--- config.mk ---
export PLATFORM = sky130hd
export DESIGN_NAME = pwm_chan_top
export DESIGN_NICKNAME = d
export VERILOG_FILES = /design/src/rtl/pwm_chan_pkg.sv /design/src/rtl/pwm_chan_regs.sv /design/src/rtl/pwm_chan_counter.sv /design/src/rtl/pwm_chan_outgen.sv /design/src/rtl/pwm_chan_top.sv
export SDC_FILE = /design/constraint.sdc
export NUM_CORES = 1
export LEC_CHECK = 0
export ABC_AREA = 1
export CORE_UTILIZATION = 59
export DETAILED_ROUTE_END_ITERATION = 16
export GPL_TIMING_DRIVEN = 0
export PLACE_DENSITY = 0.79
export REMOVE_ABC_BUFFERS = 1
export SYNTH_ARGS = -nofsm -noshare
export SYNTH_HDL_FRONTEND = slang
export SYNTH_SLANG_ARGS = --single-unit
--- constraint.sdc ---
create_clock -name clk -period 1.8 [get_ports clk]
set_clock_uncertainty 0.05 [all_clocks]
set_input_delay 0.36 -clock clk [delete_from_list [all_inputs] [get_ports clk]]
set_output_delay 0.36 -clock clk [all_outputs]
set_load 0.05 [all_outputs]
--- src/rtl/pwm_chan_pkg.sv ---
package pwm_chan_pkg;

  localparam int unsigned ADDR_W = 2;

  localparam logic [ADDR_W-1:0] ADDR_CTRL = 2'd0;
  localparam logic [ADDR_W-1:0] ADDR_DUTY = 2'd1;
  localparam logic [ADDR_W-1:0] ADDR_PER  = 2'd2;
  localparam logic [ADDR_W-1:0] ADDR_CNT  = 2'd3;

  localparam int unsigned CTRL_EN_BIT  = 0;
  localparam int unsigned CTRL_POL_BIT = 1;
  localparam int unsigned CTRL_ALN_BIT = 2;

  typedef enum logic {
    DIR_UP   = 1'b0,
    DIR_DOWN = 1'b1
  } cnt_dir_e;

  typedef struct packed {
    logic align;
    logic pol;
    logic en;
  } chan_ctrl_t;

endpackage

--- src/rtl/pwm_chan_regs.sv ---
module pwm_chan_regs
  import pwm_chan_pkg::*;
#(
  parameter int unsigned CNT_W = 8
) (
  input  logic                 clk,
  input  logic                 rst_n,
  input  logic                 wr_i,
  input  logic [ADDR_W-1:0]    addr_i,
  input  logic [CNT_W-1:0]     wdata_i,
  input  logic [CNT_W-1:0]     cnt_i,
  output chan_ctrl_t           ctrl_o,
  output logic [CNT_W-1:0]     duty_buf_o,
  output logic [CNT_W-1:0]     per_buf_o,
  output logic                 cnt_wr_o,
  output logic [CNT_W-1:0]     rdata_o
);

  chan_ctrl_t            ctrl_q, ctrl_d;
  logic [CNT_W-1:0]      duty_q, duty_d;
  logic [CNT_W-1:0]      per_q, per_d;
  logic                  sel_ctrl, sel_duty, sel_per, sel_cnt;

  assign sel_ctrl = wr_i && (addr_i == ADDR_CTRL);
  assign sel_duty = wr_i && (addr_i == ADDR_DUTY);
  assign sel_per  = wr_i && (addr_i == ADDR_PER);
  assign sel_cnt  = wr_i && (addr_i == ADDR_CNT);

  always_comb begin
    ctrl_d = ctrl_q;
    duty_d = duty_q;
    per_d  = per_q;
    if (sel_ctrl) begin
      ctrl_d.en    = wdata_i[CTRL_EN_BIT];
      ctrl_d.pol   = wdata_i[CTRL_POL_BIT];
      ctrl_d.align = wdata_i[CTRL_ALN_BIT];
    end
    if (sel_duty) duty_d = wdata_i;
    if (sel_per)  per_d  = wdata_i;
  end

  always_ff @(posedge clk or negedge rst_n) begin
    if (!rst_n) begin
      ctrl_q <= '0;
      duty_q <= '0;
      per_q  <= '0;
    end else begin
      ctrl_q <= ctrl_d;
      duty_q <= duty_d;
      per_q  <= per_d;
    end
  end

  always_comb begin
    rdata_o = '0;
    unique case (addr_i)
      ADDR_CTRL: begin
        rdata_o[CTRL_EN_BIT]  = ctrl_q.en;
        rdata_o[CTRL_POL_BIT] = ctrl_q.pol;
        rdata_o[CTRL_ALN_BIT] = ctrl_q.align;
      end
      ADDR_DUTY: rdata_o = duty_q;
      ADDR_PER:  rdata_o = per_q;
      default:   rdata_o = cnt_i;
    endcase
  end

  assign ctrl_o     = ctrl_q;
  assign duty_buf_o = duty_q;
  assign per_buf_o  = per_q;
  assign cnt_wr_o   = sel_cnt;


  duty_wr_chk: assert property (@(posedge clk) disable iff (!rst_n)
    sel_duty |=> duty_q == $past(wdata_i));


  per_wr_chk: assert property (@(posedge clk) disable iff (!rst_n)
    sel_per |=> per_q == $past(wdata_i));

endmodule

--- src/rtl/pwm_chan_counter.sv ---
module pwm_chan_counter
  import pwm_chan_pkg::*;
#(
  parameter int unsigned CNT_W = 8
) (
  input  logic                 clk,
  input  logic                 rst_n,
  input  logic                 tick_i,
  input  logic                 en_i,
  input  logic                 align_i,
  input  logic                 cnt_wr_i,
  input  logic [CNT_W-1:0]     duty_buf_i,
  input  logic [CNT_W-1:0]     per_buf_i,
  output logic [CNT_W-1:0]     cnt_o,
  output cnt_dir_e             dir_o,
  output logic [CNT_W-1:0]     duty_act_o
);

  localparam logic [CNT_W-1:0] ONE = CNT_W'(1);

  logic [CNT_W-1:0] cnt_q, cnt_d;
  cnt_dir_e         dir_q, dir_d;
  logic [CNT_W-1:0] duty_act_q, duty_act_d;
  logic [CNT_W-1:0] per_act_q, per_act_d;
  logic [CNT_W-1:0] per_m1;
  logic             per_zero;
  logic             load;

  assign per_zero = (per_act_q == '0);
  assign per_m1   = per_act_q - ONE;

  always_comb begin
    cnt_d = cnt_q;
    dir_d = dir_q;
    load  = 1'b0;
    if (cnt_wr_i) begin
      cnt_d = '0;
      dir_d = DIR_UP;
      load  = 1'b1;
    end else if (!en_i) begin
      load = 1'b1;
      if (tick_i && (per_buf_i == '0)) begin
        cnt_d = '0;
        dir_d = DIR_UP;
      end
    end else if (tick_i) begin
      if (per_zero) begin
        cnt_d = '0;
        dir_d = DIR_UP;
        load  = 1'b1;
      end else if (!align_i) begin
        dir_d = DIR_UP;
        if (cnt_q >= per_m1) begin
          cnt_d = '0;
          load  = 1'b1;
        end else begin
          cnt_d = cnt_q + ONE;
        end
      end else if (dir_q == DIR_UP) begin
        if (cnt_q >= per_m1) begin
          cnt_d = per_act_q;
          dir_d = DIR_DOWN;
        end else begin
          cnt_d = cnt_q + ONE;
        end
      end else begin
        if (cnt_q <= ONE) begin
          cnt_d = '0;
          dir_d = DIR_UP;
          load  = 1'b1;
        end else begin
          cnt_d = cnt_q - ONE;
        end
      end
    end
  end

  always_comb begin
    duty_act_d = duty_act_q;
    per_act_d  = per_act_q;
    if (load) begin
      duty_act_d = duty_buf_i;
      per_act_d  = per_buf_i;
    end
  end

  always_ff @(posedge clk or negedge rst_n) begin
    if (!rst_n) begin
      cnt_q      <= '0;
      dir_q      <= DIR_UP;
      duty_act_q <= '0;
      per_act_q  <= '0;
    end else begin
      cnt_q      <= cnt_d;
      dir_q      <= dir_d;
      duty_act_q <= duty_act_d;
      per_act_q  <= per_act_d;
    end
  end

  assign cnt_o      = cnt_q;
  assign dir_o      = dir_q;
  assign duty_act_o = duty_act_q;


  cnt_restart_chk: assert property (@(posedge clk) disable iff (!rst_n)
    cnt_wr_i |=> (cnt_q == '0) && (dir_q == DIR_UP) && (per_act_q == $past(per_buf_i)));


  hold_when_off_chk: assert property (@(posedge clk) disable iff (!rst_n)
    (!en_i && !cnt_wr_i && (per_buf_i != '0)) |=> $stable(cnt_q));


  no_tick_hold_chk: assert property (@(posedge clk) disable iff (!rst_n)
    (!tick_i && !cnt_wr_i) |=> $stable(cnt_q));


  zero_period_chk: assert property (@(posedge clk) disable iff (!rst_n)
    (en_i && tick_i && !cnt_wr_i && per_zero) |=> (cnt_q == '0));


  center_bound_chk: assert property (@(posedge clk) disable iff (!rst_n)
    (en_i && align_i && !cnt_wr_i && !per_zero && (cnt_q <= per_act_q))
      |=> (cnt_q <= $past(per_act_q)));


  left_step_chk: assert property (@(posedge clk) disable iff (!rst_n)
    (en_i && tick_i && !align_i && !cnt_wr_i && !per_zero && (cnt_q < per_m1))
      |=> (cnt_q == $past(cnt_q) + ONE));

endmodule

--- src/rtl/pwm_chan_outgen.sv ---
module pwm_chan_outgen
  import pwm_chan_pkg::*;
#(
  parameter int unsigned CNT_W = 8
) (
  input  logic [CNT_W-1:0] cnt_i,
  input  cnt_dir_e         dir_i,
  input  logic [CNT_W-1:0] duty_i,
  input  logic             align_i,
  input  logic             pol_i,
  output logic             pwm_o
);

  logic below_up;
  logic below_dn;
  logic active;

  assign below_up = (cnt_i < duty_i);
  assign below_dn = (cnt_i <= duty_i);

  always_comb begin
    if (!align_i || (dir_i == DIR_UP)) active = below_up;
    else                               active = below_dn;
  end

  assign pwm_o = active ? pol_i : ~pol_i;

endmodule

--- src/rtl/pwm_chan_top.sv ---
module pwm_chan_top
  import pwm_chan_pkg::*;
#(
  parameter int unsigned CNT_W = 8
) (
  input  logic             clk,
  input  logic             rst_n,
  input  logic             tick_i,
  input  logic             bus_wr_i,
  input  logic [1:0]       bus_addr_i,
  input  logic [CNT_W-1:0] bus_wdata_i,
  output logic [CNT_W-1:0] bus_rdata_o,
  output logic             pwm_o
);

  logic             rst_meta_q;
  logic             rst_sync_q;
  chan_ctrl_t       ctrl;
  logic [CNT_W-1:0] duty_buf;
  logic [CNT_W-1:0] per_buf;
  logic             cnt_wr;
  logic [CNT_W-1:0] cnt;
  cnt_dir_e         dir;
  logic [CNT_W-1:0] duty_act;

  always_ff @(posedge clk or negedge rst_n) begin
    if (!rst_n) begin
      rst_meta_q <= 1'b0;
      rst_sync_q <= 1'b0;
    end else begin
      rst_meta_q <= 1'b1;
      rst_sync_q <= rst_meta_q;
    end
  end

  pwm_chan_regs #(.CNT_W(CNT_W)) regs_i (
    .clk        (clk),
    .rst_n      (rst_sync_q),
    .wr_i       (bus_wr_i),
    .addr_i     (bus_addr_i),
    .wdata_i    (bus_wdata_i),
    .cnt_i      (cnt),
    .ctrl_o     (ctrl),
    .duty_buf_o (duty_buf),
    .per_buf_o  (per_buf),
    .cnt_wr_o   (cnt_wr),
    .rdata_o    (bus_rdata_o)
  );

  pwm_chan_counter #(.CNT_W(CNT_W)) cnt_i (
    .clk        (clk),
    .rst_n      (rst_sync_q),
    .tick_i     (tick_i),
    .en_i       (ctrl.en),
    .align_i    (ctrl.align),
    .cnt_wr_i   (cnt_wr),
    .duty_buf_i (duty_buf),
    .per_buf_i  (per_buf),
    .cnt_o      (cnt),
    .dir_o      (dir),
    .duty_act_o (duty_act)
  );

  pwm_chan_outgen #(.CNT_W(CNT_W)) out_i (
    .cnt_i   (cnt),
    .dir_i   (dir),
    .duty_i  (duty_act),
    .align_i (ctrl.align),
    .pol_i   (ctrl.pol),
    .pwm_o   (pwm_o)
  );


  restart_pin_chk: assert property (@(posedge clk) disable iff (!rst_sync_q)
    (cnt_wr && (duty_buf != '0)) |=> (pwm_o == ctrl.pol));

endmodule

After elaboration in Yosys (flattened, before gate mapping)

Index checks and enable logic that the tools add are counted.

Logic and storage cells: 66
Output and inout port bits: 9
Flip-flop bits (word level): 46
Input port bits: 14

$lt $le $gt $ge: 4
Bitwise operators: 2
Reduce and logical (&&, ||, !) cells: 12
Eq/ne operators: 4
Muxes and demuxes: 30
$add $sub $neg: 3

Operator list:

| kind                | count |
|---|---|
| $mux 8              | 10 |
| $mux 1              | 18 |
| $logic_not 8->1     | 2 |
| $sub 8x1->8 const B | 2 |
| $pmux 5 s3          | 1 |
| $pmux 3 s3          | 1 |
| $add 8x1->8 const B | 1 |
| $ge 8x8->1          | 1 |
| $le 8x1->1 const B  | 1 |
| $le 8x8->1          | 1 |
| $lt 8x8->1          | 1 |
| $logic_and 1x1->1   | 5 |
| $eq 2x2->1 const B  | 2 |
| $ne 3x2->1 const B  | 1 |
| $reduce_bool 3->1   | 1 |
| $eq 2x1->1 const B  | 1 |
| $logic_not 2->1     | 1 |
| $not 1->1           | 2 |
| $reduce_and 2->1    | 1 |
| $logic_not 1->1     | 1 |
| $logic_or 1x1->1    | 1 |

Longest topological paths before layout

Depth after elaboration: 9
Gate-level depth with buffers: 18
Depth with buffers taken out: 17

Modules after synthesis

From an unflattened synthesis, not the netlist that was laid out.

Cell total of the unflattened synthesis: 467
Area, all modules: 3333.2 um^2

By module, submodules not included:

| module           | instances | area each (um^2) | sequential area each (um^2) | cells an instance |
|---|---|---|---|---|
| pwm_chan_counter | 1         | 2060.7           | 625.6                       | 293 |
| pwm_chan_regs    | 1         | 974.7            | 475.5                       | 129 |
| pwm_chan_outgen  | 1         | 244.0            | 0.0                         | 42 |
| pwm_chan_top     | 1         | 53.8             | 50.0                        | 3 |

Worst setup path before layout

Ideal clock, no wire load.

Path kind: flip-flop to flip-flop
From: register cnt_i.per_act_q[0]
To: register cnt_i.per_act_q[1]
Cell stages (with the launch flop): 18
Setup time: 116 ps
Clock period less this slack: 2409 ps
Path buffers: 1
Arrival time: 2244 ps
Required time: 1634 ps
Slack: -609 ps
Cells stage by stage: dfrtp_1 > inv_1 > ha_1 > nand3_1 > nor3_1 > xor2_1 > inv_1 > ha_1 > nand2_1 > o21a_1 > nand2_1 > nand2_1 > nand2_4 > nand2_4 > nand2_8 > buf_12 > nand2_2 > nand2_2

Longest elaborated chain between the ends: 8
Elaborated cells between the ends (all ways): 9
Classes of those cells: 1 x add/sub; 1 x order compare; 6 x mux; 1 x reduce/logical

RTL lines:

| what                   | RTL line               | RTL |
|---|---|---|
| from (decl)            | pwm_chan_counter.sv:24 | `logic [CNT_W-1:0] per_act_q, per_act_d;` |
| from (signal assigned) | pwm_chan_counter.sv:97 | `per_act_q <= per_act_d;` |
| $sub 8x1->8            | pwm_chan_counter.sv:30 | `assign per_m1 = per_act_q - ONE;` |
| $ge 8x8->1             | pwm_chan_counter.sv:53 | `if (cnt_q >= per_m1) begin` |
| $mux 1                 | pwm_chan_counter.sv:53 |  |
| $mux 1                 | pwm_chan_counter.sv:51 | `end else if (!align_i) begin` |
| $mux 1 *               | pwm_chan_counter.sv:47 | `if (per_zero) begin` |
| $mux 1 *               | pwm_chan_counter.sv:46 | `end else if (tick_i) begin` |
| $mux 1 *               | pwm_chan_counter.sv:40 | `end else if (!en_i) begin` |
| $mux 1 *               | pwm_chan_counter.sv:36 | `if (cnt_wr_i) begin` |

Mark *: on every way between the ends. The rest lies on a longest branch, timed or not.
A chain may end at the register's enable or synchronous reset.

Worst setup path after layout

From: register cnt_i.per_act_q[1]
To: register cnt_i.per_act_q[7]

Same word-level chain as after synthesis.

==> flow_summary_export.csv <==
group,metric,value,unit
power_and_ir_drop,peakVddDrop,693,uV
setup_path,cp-startpoint,"cnt_i.per_act_q[1]$_DFFE_PN0P_",
synth,synth_edf_count,0,
setup_path,cp.required,1.95,ns
timing,period_needed,2.49,ns
setup_path,cp_max_fo,8,
clocking,ctsHoldBuffers,0,
placed_design,place.detailed.hpwl,5810,um
synth,async_reset_ff_frac,1.00,
global_routing,grt_usage,0.326,
synth,synth_area,3250,sq um
clocking,clockRootBuffer,"clkbuf_8",
global_routing,antenna_found_initial,0,
final_layout,fin_area,4360,sq um
timing,max_freq,402,MHz
power_and_ir_drop,p_leak,0.00221,uW
synth,ys.flop_type,"dfrtp_1",
global_routing,grt-ovfl-total,0,
detailed_routing,first_pass_iters,5,
floorplan,die-area,5810,sq um
timing,fin_ws,-0.687,ns
power_and_ir_drop,power.density,1240,nW/um^2
global_routing,grt_pass1_wl,15000,um
clocking,htreeDepth,2,
detailed_routing,viasPerCell,5.82,
final_layout,drive_gt1_frac,0.344,
clocking,clockBufferDepth,2,
final_layout,multiInputGateArea,2170,sq um
clocking,cts_tree,"done",
final_layout,stdcell_count,582,
placed_design,io_buffers,22,
timing,final-hold-violation-count,0,
outcome,status,"finished, violations left",
timing,maxSlewHeadroom,0.631,
synth,synth_cell_types,39,
clocking,numCtsBuffers,5,
floorplan,start_util,0.624,
setup_path,crit_buf_inv,2,
global_routing,grt_pass1_vias,3205,
timing,worst_pin_slew,0.553,ns
timing,rsz0062_at_grt,"true",
setup_path,worst_setup_path_start_kind,"register",
detailed_routing,drc,0,
placed_design,placed_area,3510,sq um
detailed_routing,vias,3386,
floorplan,fp-row-count,26,
floorplan,coreArea,5200,sq um
power_and_ir_drop,seqPwrFrac,0.285,
final_layout,seq_area,1170,sq um
placed_design,gp_congestion,0.906,
placed_design,dp_cells,531,
final_layout,diodes,0,
clocking,cts_num_sinks,46,
final_layout,nNetsFinal,546,
detailed_routing,first_iter_violations,365,
synth,ys_ff_latch,46,
power_and_ir_drop,combPwrFrac,0.571,
setup_path,rr_startpoint,"cnt_i.per_act_q[1]$_DFFE_PN0P_",
job,cap_violations,0,
clocking,clk_pin_slew_worst_paths,0.09,ns
power_and_ir_drop,p_sw,2470,uW
setup_path,critPathSlowestCell,"dfrtp_1",
synth,yosysWarnings,0,
outcome,violations,"negative setup slack",
setup_path,crit_path_end_kind,"register",
power_and_ir_drop,switching_share,0.457,
floorplan,die_w,76.2,um
clocking,clk_latency,0.30,ns
setup_path,cp.depth,16,
placed_design,place_ws,-1.19,ns
floorplan,die_h,76.2,um
setup_path,worstSetupPathType,"register to register",
floorplan,io_pins,23,
power_and_ir_drop,intPower,2940,uW
final_layout,most-common-layout-cells,"nand2_1 (130), inv_1 (42), nand2_2 (35)",
worst_hold_path,min_path_type,"input port to asynchronous set/reset pin",
setup_path,worstPathArrival,2.63,ns
detailed_routing,wl_per_cell,17.7,um
setup_path,reg2reg_depth,16,
timing,setup-tns-final,-16.75,ns
setup_path,crit_chain,"inv_2 > ha_4 > nand3_4 > nor3_4 > xor2_1 > inv_1 > ha_1 > nand2_2 > o21a_1 > nand2_4 > nand2_4 > nand2_8 > nand2_8 > nand2_8 > nand2_2 > nand2_1",
detailed_routing,ant_nets,0,
timing,period_share,1.38,
final_layout,fillCellCount,300,
synth,post_synth.cell_area_avg,7.25,sq um
setup_path,path_delay_family,"simple AND/OR/NAND/NOR gates",
power_and_ir_drop,p_clk_frac,0.145,
detailed_routing,postRouteWirelength,10300,um
timing,report.final.slew_viol_count,0,
final_layout,syn2layout_area_growth,34.2,%
global_routing,grt_max_degree,24,
synth,ys_seq_area_frac,0.354,
final_layout,mostFrequentLayoutCell,"nand2_1",
setup_path,critPathMaxStageDelay,0.43,ns
timing,setup_viol,27,
final_layout,fin_util,0.838,
setup_path,cp_common_cell,"nand2_8",
synth,syn-instance-count,448,
[sequential cells by signal, indices dropped and copies added (netlist names)]
signal and cells:
regs_i.ctrl_o 3, regs_i.duty_buf_o 8, cnt_i.per_act_q 8, cnt_i.dir_o 1, rst_meta_q 1, cnt_i.cnt_o 8, cnt_i.duty_act_o 8, rst_sync_q 1
regs_i.per_buf_o 8
[power groups by stage]
stage	clock network [uW]	registers, uW	logic [uW]
after floorplan	0	1460	1500
after detailed placement	0	1560	1900
after CTS	793	1520	2350
after global routing	832	1560	3330
final	782	1540	3090
after global placement	0	1560	1820
[worst paths after layout]
check / endpoint / slack [ns]
setup reg to reg: cnt_i.per_act_q[7]$_DFFE_PN0P_ / -0.69
hold reg to reg: regs_i.duty_buf_o[3]$_DFFE_PN0P_ / 0.21
hold / removal: rst_sync_q$_DFF_PN0_ / 0.17
max in group asynchronous: cnt_i.per_act_q[5]$_DFFE_PN0P_ / 0.98
setup / recovery: cnt_i.per_act_q[7]$_DFFE_PN0P_ / -0.69
min in group clk: rst_sync_q$_DFF_PN0_ / 0.34
[stage by stage]
step	hold WS, ns	power (uW)
final	0.167	5410
after global routing	0.169	5720
after CTS	0.166	4660
after detailed placement	0.228	3460
after global placement	0.290	3380
after floorplan	0.0144	2950
[synth_stat cells, drive strengths merged, types with 5 or more instances]
master | count | area [sq um]
buf | 7 | 63.8
a21oi | 10 | 50.1
dfrtp | 46 | 1150
xor2 | 14 | 123
ha | 21 | 263
o21ai | 28 | 144
nor2 | 34 | 166
inv | 58 | 218
nand2 | 173 | 731
nor3 | 5 | 36.3
o211ai | 5 | 37.5
nand3 | 31 | 165
[area by class of cell]
cell class | count | share of cell area
Clock buffer | 6 | 0.0166
Clock inverter | 2 | 0.00861
Inverter | 59 | 0.0554
Timing Repair Buffer | 63 | 0.134
Multi-Input combinational cell | 336 | 0.497
Sequential cell | 46 | 0.268
Tap cell | 70 | 0.0201
[layer usage]
layer | wire [um] | vias to the layer above | track usage
met4 | 576 | 0 | 0.131
met2 | 5170 | 207 | 0.591
li1 | - | 1539 | -
met1 | 3810 | 1570 | 0.395
met3 | 732 | 70 | 0.0371
met5 | 0 | - | 0
[timing repair]
item,in CTS,in global routing
setup buffers,19,23
resized for setup,120,54
setup endpoints to repair,34,33
gates cloned,3,0
pin swaps,9,18
[logic make-up after synthesis]
family / synth area share
AO/OA/AOI/OAI: 0.0836
XOR/XNOR: 0.0404
adder cells (fa/ha/maj): 0.0809
buffers and inverters: 0.0913
flip-flops: 0.354
other: 0.00115
AND/OR/NAND/NOR: 0.348
Note: power is estimated with default switching activity, not from simulation.
